## config.mk

```make
export PLATFORM = sky130hd
export DESIGN_NAME = capsel_prescaler
export DESIGN_NICKNAME = d
export VERILOG_FILES = /design/src/rtl/capsel_pkg.sv /design/src/rtl/capsel_cfg_regs.sv /design/src/rtl/capsel_src_mux.sv /design/src/rtl/capsel_edge_divider.sv /design/src/rtl/capsel_prescaler.sv
export SDC_FILE = /design/constraint.sdc
export NUM_CORES = 1
export LEC_CHECK = 0
export CORE_AREA = 3 3 40 42
export DETAILED_ROUTE_END_ITERATION = 16
export DIE_AREA = 0 0 43 45
export HOLD_SLACK_MARGIN = 0.08
export PLACE_DENSITY_LB_ADDON = 0.05
export SLEW_MARGIN = 25
export SYNTH_ARGS = -nofsm -noshare
export SYNTH_HDL_FRONTEND = slang
export SYNTH_SLANG_ARGS = --single-unit
```

## constraint.sdc

```tcl
create_clock -name clk -period 3.7 [get_ports clk]
set_input_delay 0.37 -clock clk [delete_from_list [all_inputs] [get_ports clk]]
set_output_delay 0.37 -clock clk [all_outputs]
set_load 0.01 [all_outputs]
```

## src/rtl/capsel_pkg.sv

```systemverilog
package capsel_pkg;

  localparam int SEL_W = 2;
  localparam int PSC_W = 2;
  // counter must hold up to (max ratio - 1) = 2**(2**PSC_W - 1) - 1
  localparam int CNT_W = (1 << PSC_W) - 1;

  typedef enum logic [SEL_W-1:0] {
    SRC_OUTPUT = 2'b00,
    SRC_OWN    = 2'b01,
    SRC_NEIGH  = 2'b10,
    SRC_TRIG   = 2'b11
  } src_sel_e;

  // number of counted events per capture for a prescale code
  function automatic logic [CNT_W:0] psc_ratio(input logic [PSC_W-1:0] code);
    logic [CNT_W:0] one;
    one = {{CNT_W{1'b0}}, 1'b1};
    return one << code;
  endfunction

  // true when one more event completes the group
  function automatic logic group_done(input logic [CNT_W-1:0] cnt,
                                      input logic [PSC_W-1:0] code);
    logic [CNT_W:0] nxt;
    nxt = {1'b0, cnt} + {{CNT_W{1'b0}}, 1'b1};
    return nxt >= psc_ratio(code);
  endfunction

endpackage

```

## src/rtl/capsel_cfg_regs.sv

```systemverilog
module capsel_cfg_regs
  import capsel_pkg::*;
(
  input  logic             clk,
  input  logic             rst_n,
  input  logic             wr_en,
  input  logic [SEL_W-1:0] wr_sel,
  input  logic [PSC_W-1:0] wr_psc,
  input  logic             wr_chan_en,
  output src_sel_e         sel_q,
  output logic [PSC_W-1:0] psc_q,
  output logic             en_q
);

  logic sel_load;

  // selection is only writable while the channel is off
  assign sel_load = wr_en & ~en_q;

  always_ff @(posedge clk or negedge rst_n) begin
    if (!rst_n) begin
      sel_q <= SRC_OUTPUT;
      psc_q <= '0;
      en_q  <= 1'b0;
    end else begin
      if (wr_en) begin
        psc_q <= wr_psc;
        en_q  <= wr_chan_en;
      end
      if (sel_load) begin
        sel_q <= src_sel_e'(wr_sel);
      end
    end
  end

endmodule

```

## src/rtl/capsel_src_mux.sv

```systemverilog
module capsel_src_mux
  import capsel_pkg::*;
(
  input  logic     ev_own,
  input  logic     ev_nbr,
  input  logic     ev_trig,
  input  logic     trig_valid,
  input  src_sel_e sel,
  output logic     evt_sel
);

  localparam int NUM_CODES = 1 << SEL_W;

  logic [NUM_CODES-1:0] cand;

  // the output code never produces an event; the trigger needs a valid source
  assign cand[SRC_OUTPUT] = 1'b0;
  assign cand[SRC_OWN]    = ev_own;
  assign cand[SRC_NEIGH]  = ev_nbr;
  assign cand[SRC_TRIG]   = ev_trig & trig_valid;

  assign evt_sel = cand[sel];

endmodule

```

## src/rtl/capsel_edge_divider.sv

```systemverilog
module capsel_edge_divider
  import capsel_pkg::*;
(
  input  logic             clk,
  input  logic             rst_n,
  input  logic             en,
  input  logic             evt,
  input  logic [PSC_W-1:0] psc,
  output logic             evt_hit,
  output logic [CNT_W-1:0] cnt_q,
  output logic             cap_strobe
);

  logic done;

  assign done    = group_done(cnt_q, psc);
  assign evt_hit = en & evt & done;

  always_ff @(posedge clk or negedge rst_n) begin
    if (!rst_n) begin
      cnt_q      <= '0;
      cap_strobe <= 1'b0;
    end else begin
      cap_strobe <= evt_hit;
      if (!en) begin
        cnt_q <= '0;
      end else if (evt) begin
        cnt_q <= done ? '0 : cnt_q + 1'b1;
      end
    end
  end

endmodule

```

## src/rtl/capsel_prescaler.sv

```systemverilog
module capsel_prescaler
  import capsel_pkg::*;
(
  input  logic             clk,
  input  logic             rst_n,
  input  logic             ev_own,
  input  logic             ev_nbr,
  input  logic             ev_trig,
  input  logic             trig_valid,
  input  logic             wr_en,
  input  logic [SEL_W-1:0] wr_sel,
  input  logic [PSC_W-1:0] wr_psc,
  input  logic             wr_chan_en,
  output logic             cap_strobe,
  output logic [SEL_W-1:0] cur_sel,
  output logic [PSC_W-1:0] cur_psc,
  output logic             cur_en
);

  src_sel_e         sel_q;
  logic [PSC_W-1:0] psc_q;
  logic             en_q;
  logic             evt_sel;
  logic             evt_hit;
  logic [CNT_W-1:0] cnt_q;

  capsel_cfg_regs u_cfg (
    .clk        (clk),
    .rst_n      (rst_n),
    .wr_en      (wr_en),
    .wr_sel     (wr_sel),
    .wr_psc     (wr_psc),
    .wr_chan_en (wr_chan_en),
    .sel_q      (sel_q),
    .psc_q      (psc_q),
    .en_q       (en_q)
  );

  capsel_src_mux u_mux (
    .ev_own     (ev_own),
    .ev_nbr     (ev_nbr),
    .ev_trig    (ev_trig),
    .trig_valid (trig_valid),
    .sel        (sel_q),
    .evt_sel    (evt_sel)
  );

  capsel_edge_divider u_div (
    .clk        (clk),
    .rst_n      (rst_n),
    .en         (en_q),
    .evt        (evt_sel),
    .psc        (psc_q),
    .evt_hit    (evt_hit),
    .cnt_q      (cnt_q),
    .cap_strobe (cap_strobe)
  );

  assign cur_sel = sel_q;
  assign cur_psc = psc_q;
  assign cur_en  = en_q;

endmodule

```

# Word level (Yosys, flattened, before mapping)
# Index checks and enable logic that the tools add are counted.
op_classes:
  eq_ne: 1
  add_sub_neg: 2
  magnitude_cmp: 2
  bitwise: 5
  shifts: 1
  mux: 5
op_table:
  columns: ["operator", "n"]
  rows:
  - ["two-way mux 3 bit", 3]
  - ["adder 3 x 1 -> 4 bit (second input constant)", 1]
  - ["AND 1 bit", 4]
  - [">= comparator 4 bit", 1]
  - ["<< shifter 1 x 2 -> 4 bit (first input constant)", 1]
  - ["adder 3 x 1 -> 3 bit (second input constant)", 1]
  - ["less-than comparator 2 x 3 -> 1 bit (second input constant)", 1]
  - ["binary-select mux 1 bit (select 2 bit)", 1]
  - ["inequality test 2 x 1 -> 1 bit (second input constant)", 1]
  - ["two-way mux 1 bit", 1]
  - ["inverter 1 bit", 1]
word_totals:
  out_inout_bits: 6
  input_bits: 12
  wordCells: 21
  regBits: 9

# Depth between registers and ports, before layout
# Gate-level depths: netlist (run 1).
depth:
  depth_word: 5
  mapped_depth: 7
  ltp_nobuf: 7

# Modules after synthesis
# From an unflattened synthesis (run 1), not the netlist that was laid out.
hier_totals:
  cells_unflattened: 48
  area_unflattened_um2: 531.8
by_module_without_submodules:
  columns: ["mod", "seq_area_each_um2", "area_per_inst_um2", "cells_each", "n_inst"]
  rows:
  - ["capsel_edge_divider", 100.1, 306.5, 33, 1]
  - ["capsel_cfg_regs", 125.1, 202.7, 11, 1]
  - ["capsel_src_mux", 0.0, 22.5, 4, 1]

# Least setup slack after synthesis (run 1)
# Ideal clock, no wire load.
synth_path:
  path_kind: "register to register"
  startpoint: "register u_div.cnt_q[0]"
  endpoint: "register u_div.cap_strobe"
  n_path_buf: 0
  synth_period_minus_slack_ns: 1.735
  arrival_ns: 1.615
  setup_slack_ns: 1.965
  setup_ns: 0.120
  stages_incl_launch_ff: 6
  t_required_ns: 3.580
  path_cell_list: "dfrtp_1 -> ha_1 -> ha_1 -> a2111oi_4 -> nor2_1 -> and3_1"
synth_between:
  elab_chain_len: 3
synth_rtl:
  columns: ["item", "line", "rtl"]
  rows:
  - ["from (decl)", "capsel_edge_divider.sv:10", "output logic [CNT_W-1:0] cnt_q,"]
  - ["from (signal assigned)", "capsel_edge_divider.sv:28", "cnt_q <= done ? '0 : cnt_q + 1'b1;"]
  - ["adder 3 x 1 -> 4 bit", "capsel_pkg.sv:26", "nxt = {1'b0, cnt} + {{CNT_W{1'b0}}, 1'b1};"]
  - [">= comparator 4 bit", "capsel_pkg.sv:27", "return nxt >= psc_ratio(code);"]
  - ["AND 1 bit", "capsel_edge_divider.sv:17", "assign evt_hit = en & evt & done;"]
  - ["net evt_hit", "capsel_prescaler.sv:24", "logic evt_hit;"]
  - ["to (signal assigned)", "capsel_edge_divider.sv:24", "cap_strobe <= evt_hit;"]
  - ["to (decl)", "capsel_edge_divider.sv:11", "output logic cap_strobe"]
# The timed path passes the listed nets, and every way through them passes these cells.
# A chain may end at the register's enable or synchronous reset.

# Worst setup path after layout (run 1)
layout_path:
  startpoint: "register u_div.cnt_q[0]"
  endpoint: "register u_div.cnt_q[1]"
layout_between:
  elab_chain_len: 5
  word_cells_on_any_way: 6
  classes_between: "add/sub (2); order compare (1); mux (3)"
layout_rtl:
  columns: ["item", "line", "rtl"]
  rows:
  - ["adder 3 x 1 -> 4 bit", "capsel_pkg.sv:26", null]
  - [">= comparator 4 bit", "capsel_pkg.sv:27", null]
  - ["two-way mux 3 bit *", "capsel_edge_divider.sv:28", null]
  - ["two-way mux 3 bit *", "capsel_edge_divider.sv:27", "end else if (evt) begin"]
  - ["two-way mux 3 bit *", "capsel_edge_divider.sv:25", "if (!en) begin"]
# Mark *: on every way between the ends. The rest lies on a longest branch, timed or not. The select of a mux whose other input is x is not followed.

==> flow_metrics.tcl, run 1 <==
set metrics [dict create \
    syn_area_um2 570.5 \
    clkLatencyLatePin_ns 0.25 \
    avgSynthCellArea_um2 11.41 \
    worst_slew_pin_slew_ns 0.4138 \
    final_core_util 0.6086 \
    grt_max_degree 12 \
    use_met1 0.1421 \
    grt_pass1_vias 420 \
    register_area_um2 225.2 \
    viasPerCell 5.259 \
    final_area_um2 782.0 \
    gr-total-overflow 0 \
    core-area_mm2 0.001285 \
    routedWlPerCell_um 11.69 \
    seq_area_frac_synth 0.3947 \
    tritoncts "yes" \
    synthCells 50 \
    final-max-slew-violation-count 0 \
    dp.final_hpwl_um 826.6 \
    initial_utilization 0.4440 \
    io_pins 18 \
    worstPathMaxFanout 5 \
    slew_headroom 0.7233 \
    port_buffers 17 \
    cts_hold_buf 0 \
    stdcell_count 85 \
    place_inst 81 \
    setup_slack_ns 1.845 \
    path_class "flip-flop to flip-flop" \
    placed_area_um2 755.7 \
    reg2reg_depth 5 \
    use_met2 0.2036 \
    post-route-min-period_ns 1.855 \
    fillers 116 \
    ant_nets 0 \
    pre_cts_ws_ns 1.844 \
    gp_congestion 0.7506 \
    cts.htree.levels 1 \
    setup_tns_ns 0 \
    synth_cell_types 23 \
    end_kind "flip-flop" \
    worst_setup_path_start_kind "flip-flop" \
    grt_busiest_layer "met2" \
    fmax_ghz 0.5391 \
    path_clk_slew_ns 0.06 \
    cp.required_ns 3.87 \
    whs_ns 0.4157 \
    via_count 447 \
    postCtsResizedCells 0 \
    drt_wl_total_um 994 \
    dieHeight_um 45 \
    root_buffer "clkbuf_4" \
    grt_setup_unrepaired "no" \
    drc 0 \
    multi_input_area_um2 337.8 \
    synth_nets 67 \
    crit_arrival_ns 2.03 \
    layout-drive-gt1-share 0.2000 \
    use_met3 0.03586 \
    hold_violations 0 \
    synth_seq_cells 9 \
    finalPower_mw 0.3350 \
    dieArea_mm2 0.001935 \
    firstDrtPassIters 4 \
    drt_iter0_markers 9 \
    syn_to_final_growth_pct 37.06 \
    rows 13 \
    diodes 0 \
    cts_setup_buffers 0 \
    grt_usage 0.1179 \
    fin_nets 88 \
    finalSetupViolCount 0 \
    die_w_um 43 \
    clockBufferDepth 2 \
    clock_skew_ns 0.001439 \
    power.density_mw_per_mm2 428.4 \
    cts.sinks 9 \
    grt_first_pass_wirelength_mm 1.718 \
    hold_class "primary input to asynchronous set/reset pin" \
    cts_buffers 3 \
    maxCapViolations 0 \
    antenna_found_initial 0 \
    yosysWarningCount 0 \
    irDropWorstVdd_v 0.0002184 \
    status "completed" \
    period_share 0.5014 \
    p_leak_nw 0.3336 \
]
==> Yosys cell counts <==
cell type | count | area, um2
nand2b_4 | 1 | 13.76
xor2_1 | 1 | 8.760
o2111ai_1 | 1 | 8.760
dfrtp_1 | 9 | 225.2
o22ai_1 | 2 | 12.51
a21oi_1 | 1 | 5.000
nor2b_1 | 1 | 6.260
mux2_2 | 5 | 56.30
a2111oi_4 | 1 | 27.53
nand2_1 | 5 | 18.77
o21ai_2 | 1 | 8.760
and3_1 | 2 | 12.51
clkbuf_1 | 1 | 3.750
or2_2 | 1 | 6.260
o211ai_2 | 1 | 12.51
nand3b_1 | 1 | 7.510
nand2b_1 | 4 | 25.02
o21a_1 | 1 | 7.510
a31oi_4 | 1 | 21.27
ha_1 | 5 | 62.56
nor2_1 | 3 | 11.26
inv_1 | 1 | 3.750
nand3_1 | 1 | 5.000
==> worst paths after layout <==
check | startpoint | endpoint | slack (ns)
max | u_div.cnt_q[0]$_DFFE_PN0P_ | u_div.cnt_q[1]$_DFFE_PN0P_ | 1.84
max in group asynchronous | rst_n | u_cfg.sel_q[0]$_DFFE_PN0P_ | 2.99
max reg2reg | u_div.cnt_q[0]$_DFFE_PN0P_ | u_div.cnt_q[1]$_DFFE_PN0P_ | 1.84
min in group clk | u_div.cnt_q[1]$_DFFE_PN0P_ | u_div.cnt_q[1]$_DFFE_PN0P_ | 0.58
min | rst_n | u_div.cnt_q[0]$_DFFE_PN0P_ | 0.42
min reg2reg | u_div.cnt_q[1]$_DFFE_PN0P_ | u_div.cnt_q[1]$_DFFE_PN0P_ | 0.58
==> routing by layer <==
metal / wire (um) / up-vias
met5: 0 / -
li1: - / 221
met1: 411 / 210
met2: 502 / 16
met4: 0 / 0
met3: 80 / 0
==> registers in the layout, summed over array words and instances (netlist names) <==
| register | cells |
|---|---|
| u_cfg.psc_q | 2 |
| u_cfg.sel_q | 2 |
| u_div.cap_strobe | 1 |
| u_cfg.en_q | 1 |
| u_div.cnt_q | 3 |
==> report_power, final <==
part / leakage (nW) / switching (mW) / internal, mW
Combinational: 0.205 / 0.0550 / 0.0781
Sequential: 0.113 / 0.0173 / 0.113
Clock: 0.0150 / 0.0307 / 0.0413
Total: 0.334 / 0.103 / 0.232
==> cells by family after synthesis <==
| logic type | count (synthesis) | share of synthesized area |
|---|---|---|
| buffers and inverters | 2 | 0.01315 |
| adders and majority gates | 5 | 0.1096 |
| muxes | 5 | 0.09868 |
| xor gates and xnor gates | 1 | 0.01535 |
| and+or+nand+nor | 19 | 0.1864 |
| AOI/OAI and AO/OA | 9 | 0.1820 |
| DFF | 9 | 0.3947 |
==> worst max-delay path, cell delays in order (launching register included) <==
cell and delay (ns):
dfrtp_1 0.41, ha_1 0.34, ha_1 0.34, a2111oi_4 0.38
o21ai_2 0.14, o22ai_1 0.17
==> cell type report <==
class,instances,share of cell area
Clock buffer,4,0.03360
Inverter,1,0.004800
Multi-Input combinational cell,39,0.4320
Sequential cell,9,0.2880
Tap cell,15,0.02400
Timing Repair Buffer,17,0.2176
==> cell usage in the layout (no fill, tap or decap) <==
cell             count
nor2_1               3
a2111oi_4            1
mux2_2               5
nand3_1              1
clkbuf_1             1
nand2b_1             4
dfrtp_1              9
o21a_1               1
and3_1               2
o2111ai_1            1
clkbuf_4             3
or2_2                1
xor2_1               1
o21ai_2              1
inv_1                1
nand2b_4             1
clkdlybuf4s50_1     17
nand3b_1             1
ha_1                 5
o211ai_2             1
nand2_1              5
a31oi_4              1
a21oi_1              1
nor2b_1              1
o22ai_1              2
Power figures use the tool's default switching activity.
==> run 2, diff against run 1 <==
- CORE_AREA: 3 3 40 42 -> default
- CORE_MARGIN: default -> 3
- CORE_UTILIZATION: default -> 39
- DIE_AREA: 0 0 43 45 -> default
- clock period: 3.7 -> 1.7 ns (I/O delays scaled with it)
==> flow_metrics.tcl, run 2 (synthesis gave the netlist of run 1 again) <==
set metrics [dict create \
    hold_violations 0 \
    antenna_found_initial 0 \
    clkLatencyLatePin_ns 0.26 \
    status "complete, but fails checks" \
    dieArea_mm2 0.001958 \
    finalPower_mw 0.8264 \
    die_w_um 44.25 \
    gp_congestion 0.7828 \
    rows 13 \
    pre_cts_ws_ns -0.06325 \
    setup_tns_ns -0.004485 \
    place_inst 85 \
    path_cells "ha_4 -> ha_4 -> a2111oi_4 -> o21ai_2 -> o22ai_1" \
    cp.required_ns 1.88 \
    clock_skew_ns 0.005599 \
    tritoncts "yes" \
    worst_setup_path_start_kind "flip-flop" \
    critPathMostFrequentCell "ha_4" \
    cp-endpoint "u_div.cnt_q[1]$_DFFE_PN0P_" \
    register_area_um2 226.5 \
    crit_arrival_ns 1.88 \
    fin_nets 94 \
    violations "negative setup slack" \
    ant_nets 0 \
    grt_pass1_vias 488 \
    cp_slowest_stage_delay_ns 0.43 \
    rrSetupSlack_ns -0.004 \
    drc 0 \
    drt_iter0_markers 3 \
    grt_first_pass_wirelength_mm 1.952 \
    p_int_mw 0.5671 \
    fmax_ghz 0.5867 \
    hold_class "primary input to asynchronous set/reset pin" \
    worstPathMaxFanout 3 \
    initial_utilization 0.4278 \
    cts.htree.levels 1 \
    power.density_mw_per_mm2 939.5 \
    p_seq_frac 0.347 \
    finalSetupViolCount 1 \
    cts_buffers 3 \
    cts_hold_buf 0 \
    post-route-min-period_ns 1.704 \
    setup_slack_ns -0.004485 \
    dp.final_hpwl_um 897.6 \
    period_share 1.003 \
    grt_usage 0.1353 \
    startpoint "u_div.cnt_q[0]$_DFFE_PN0P_" \
    io_pins 18 \
    dieHeight_um 44.25 \
    end_kind "flip-flop" \
    diodes 0 \
    drt_wl_total_mm 1.124 \
    grt_max_degree 12 \
    critPathSlowestCell "dfrtp_1" \
    grt_setup_unrepaired "yes" \
    final_area_um2 879.6 \
    power_frac_clock 0.196 \
    maxCapViolations 0 \
    syn_to_final_growth_pct 54.17 \
    path_class "flip-flop to flip-flop" \
    whs_ns 0.2070 \
    clockBufferDepth 2 \
    r2r_start "u_div.cnt_q[0]$_DFFE_PN0P_" \
    reg2reg_depth 5 \
    final_core_util 0.6595 \
    via_count 465 \
    regToRegEndpoint "u_div.cnt_q[1]$_DFFE_PN0P_" \
    firstDrtPassIters 2 \
    layout_commonest_cell "clkdlybuf4s50_1" \
    swShare 0.3138 \
    path_clk_slew_ns 0.06 \
    cts.sinks 9 \
    top_regs "u_div.cnt_q x3, u_cfg.psc_q x2, u_cfg.sel_q x2" \
    largest_register_ffs 3 \
    layout-drive-gt1-share 0.3421 \
    pwr-share-comb 0.457 \
    fillers 113 \
    slew_headroom 0.7271 \
    routedWlPerCell_um 12.35 \
    switching_power_mw 0.2593 \
    core-area_mm2 0.001334 \
    port_buffers 17 \
    viasPerCell 5.110 \
    final_cell_mix "clkdlybuf4s50_1 (17), dfrtp_1 (8), nand2_1 (5), mux2_2 (5), buf_4 (5)" \
    stdcell_count 91 \
    top_register "u_div.cnt_q" \
    root_buffer "clkbuf_4" \
    irDropWorstVdd_v 0.0005160 \
    final-max-slew-violation-count 0 \
    placed_area_um2 813.3 \
    worst_slew_pin_slew_ns 0.4081 \
    multi_input_area_um2 385.4 \
    p_leak_nw 0.3618 \
    gr-total-overflow 0 \
]
==> run 2: changes by cell type in the layout (fill, tap and decap cells not counted), sizes merged <==
cell / change
buf: +6
==> run 2: worst min-delay path by stage <==
stage                      from                         end  slack, ns  cells past startpoint
after floorplan           rst_n      u_cfg.en_q$_DFFE_PN0P_      -0.13                      0
after global placement    rst_n  u_div.cap_strobe$_DFF_PN0_       0.49                      1
after detailed placement  rst_n  u_div.cnt_q[2]$_DFFE_PN0P_       0.50                      1
after CTS                 rst_n  u_div.cnt_q[2]$_DFFE_PN0P_       0.21                      1
after global routing      rst_n  u_div.cap_strobe$_DFF_PN0_       0.23                      1
final                     rst_n  u_div.cnt_q[2]$_DFFE_PN0P_       0.21                      1
==> run 2: power by group through the flow <==
stage / Clock, mW / Sequential [mW] / Combinational, mW
3_5_place_dp: 0 / 0.290 / 0.345
3_3_place_gp: 0 / 0.289 / 0.348
5_1_grt: 0.183 / 0.292 / 0.412
4_1_cts: 0.172 / 0.284 / 0.364
2_1_floorplan: 0 / 0.291 / 0.222
6_report: 0.162 / 0.287 / 0.377
==> run 2: cell type report <==
class	count	area share
Multi-Input combinational cell	39	0.4381
Inverter	1	0.004267
Tap cell	15	0.02134
Timing Repair Buffer	23	0.2489
Sequential cell	9	0.2575
Clock buffer	4	0.02987
==> run 2: metal layers <==
layer | wire (um) | vias to the layer above | GRT usage
li1 | - | 235 | -
met1 | 496 | 220 | 0.1629
met2 | 583 | 10 | 0.2180
met3 | 44 | 0 | 0.04065
met4 | 0 | 0 | 0.06627
met5 | 0 | - | 0
==> run 2: what timing repair did <==
item	4_1_cts	5_1_grt
pin swaps	9	2
endpoints found under the setup margin	4	4
buffers inserted	2	0
resized for setup	0	5
endpoints found under the hold margin	0	0
==> run 2: critical path: cells and delay by family (launching register included) <==
kind / cells / cell delay [ns]
DFF: 1 / 0.43
adders and majority gates: 2 / 0.51
AOI/OAI and AO/OA: 3 / 0.71
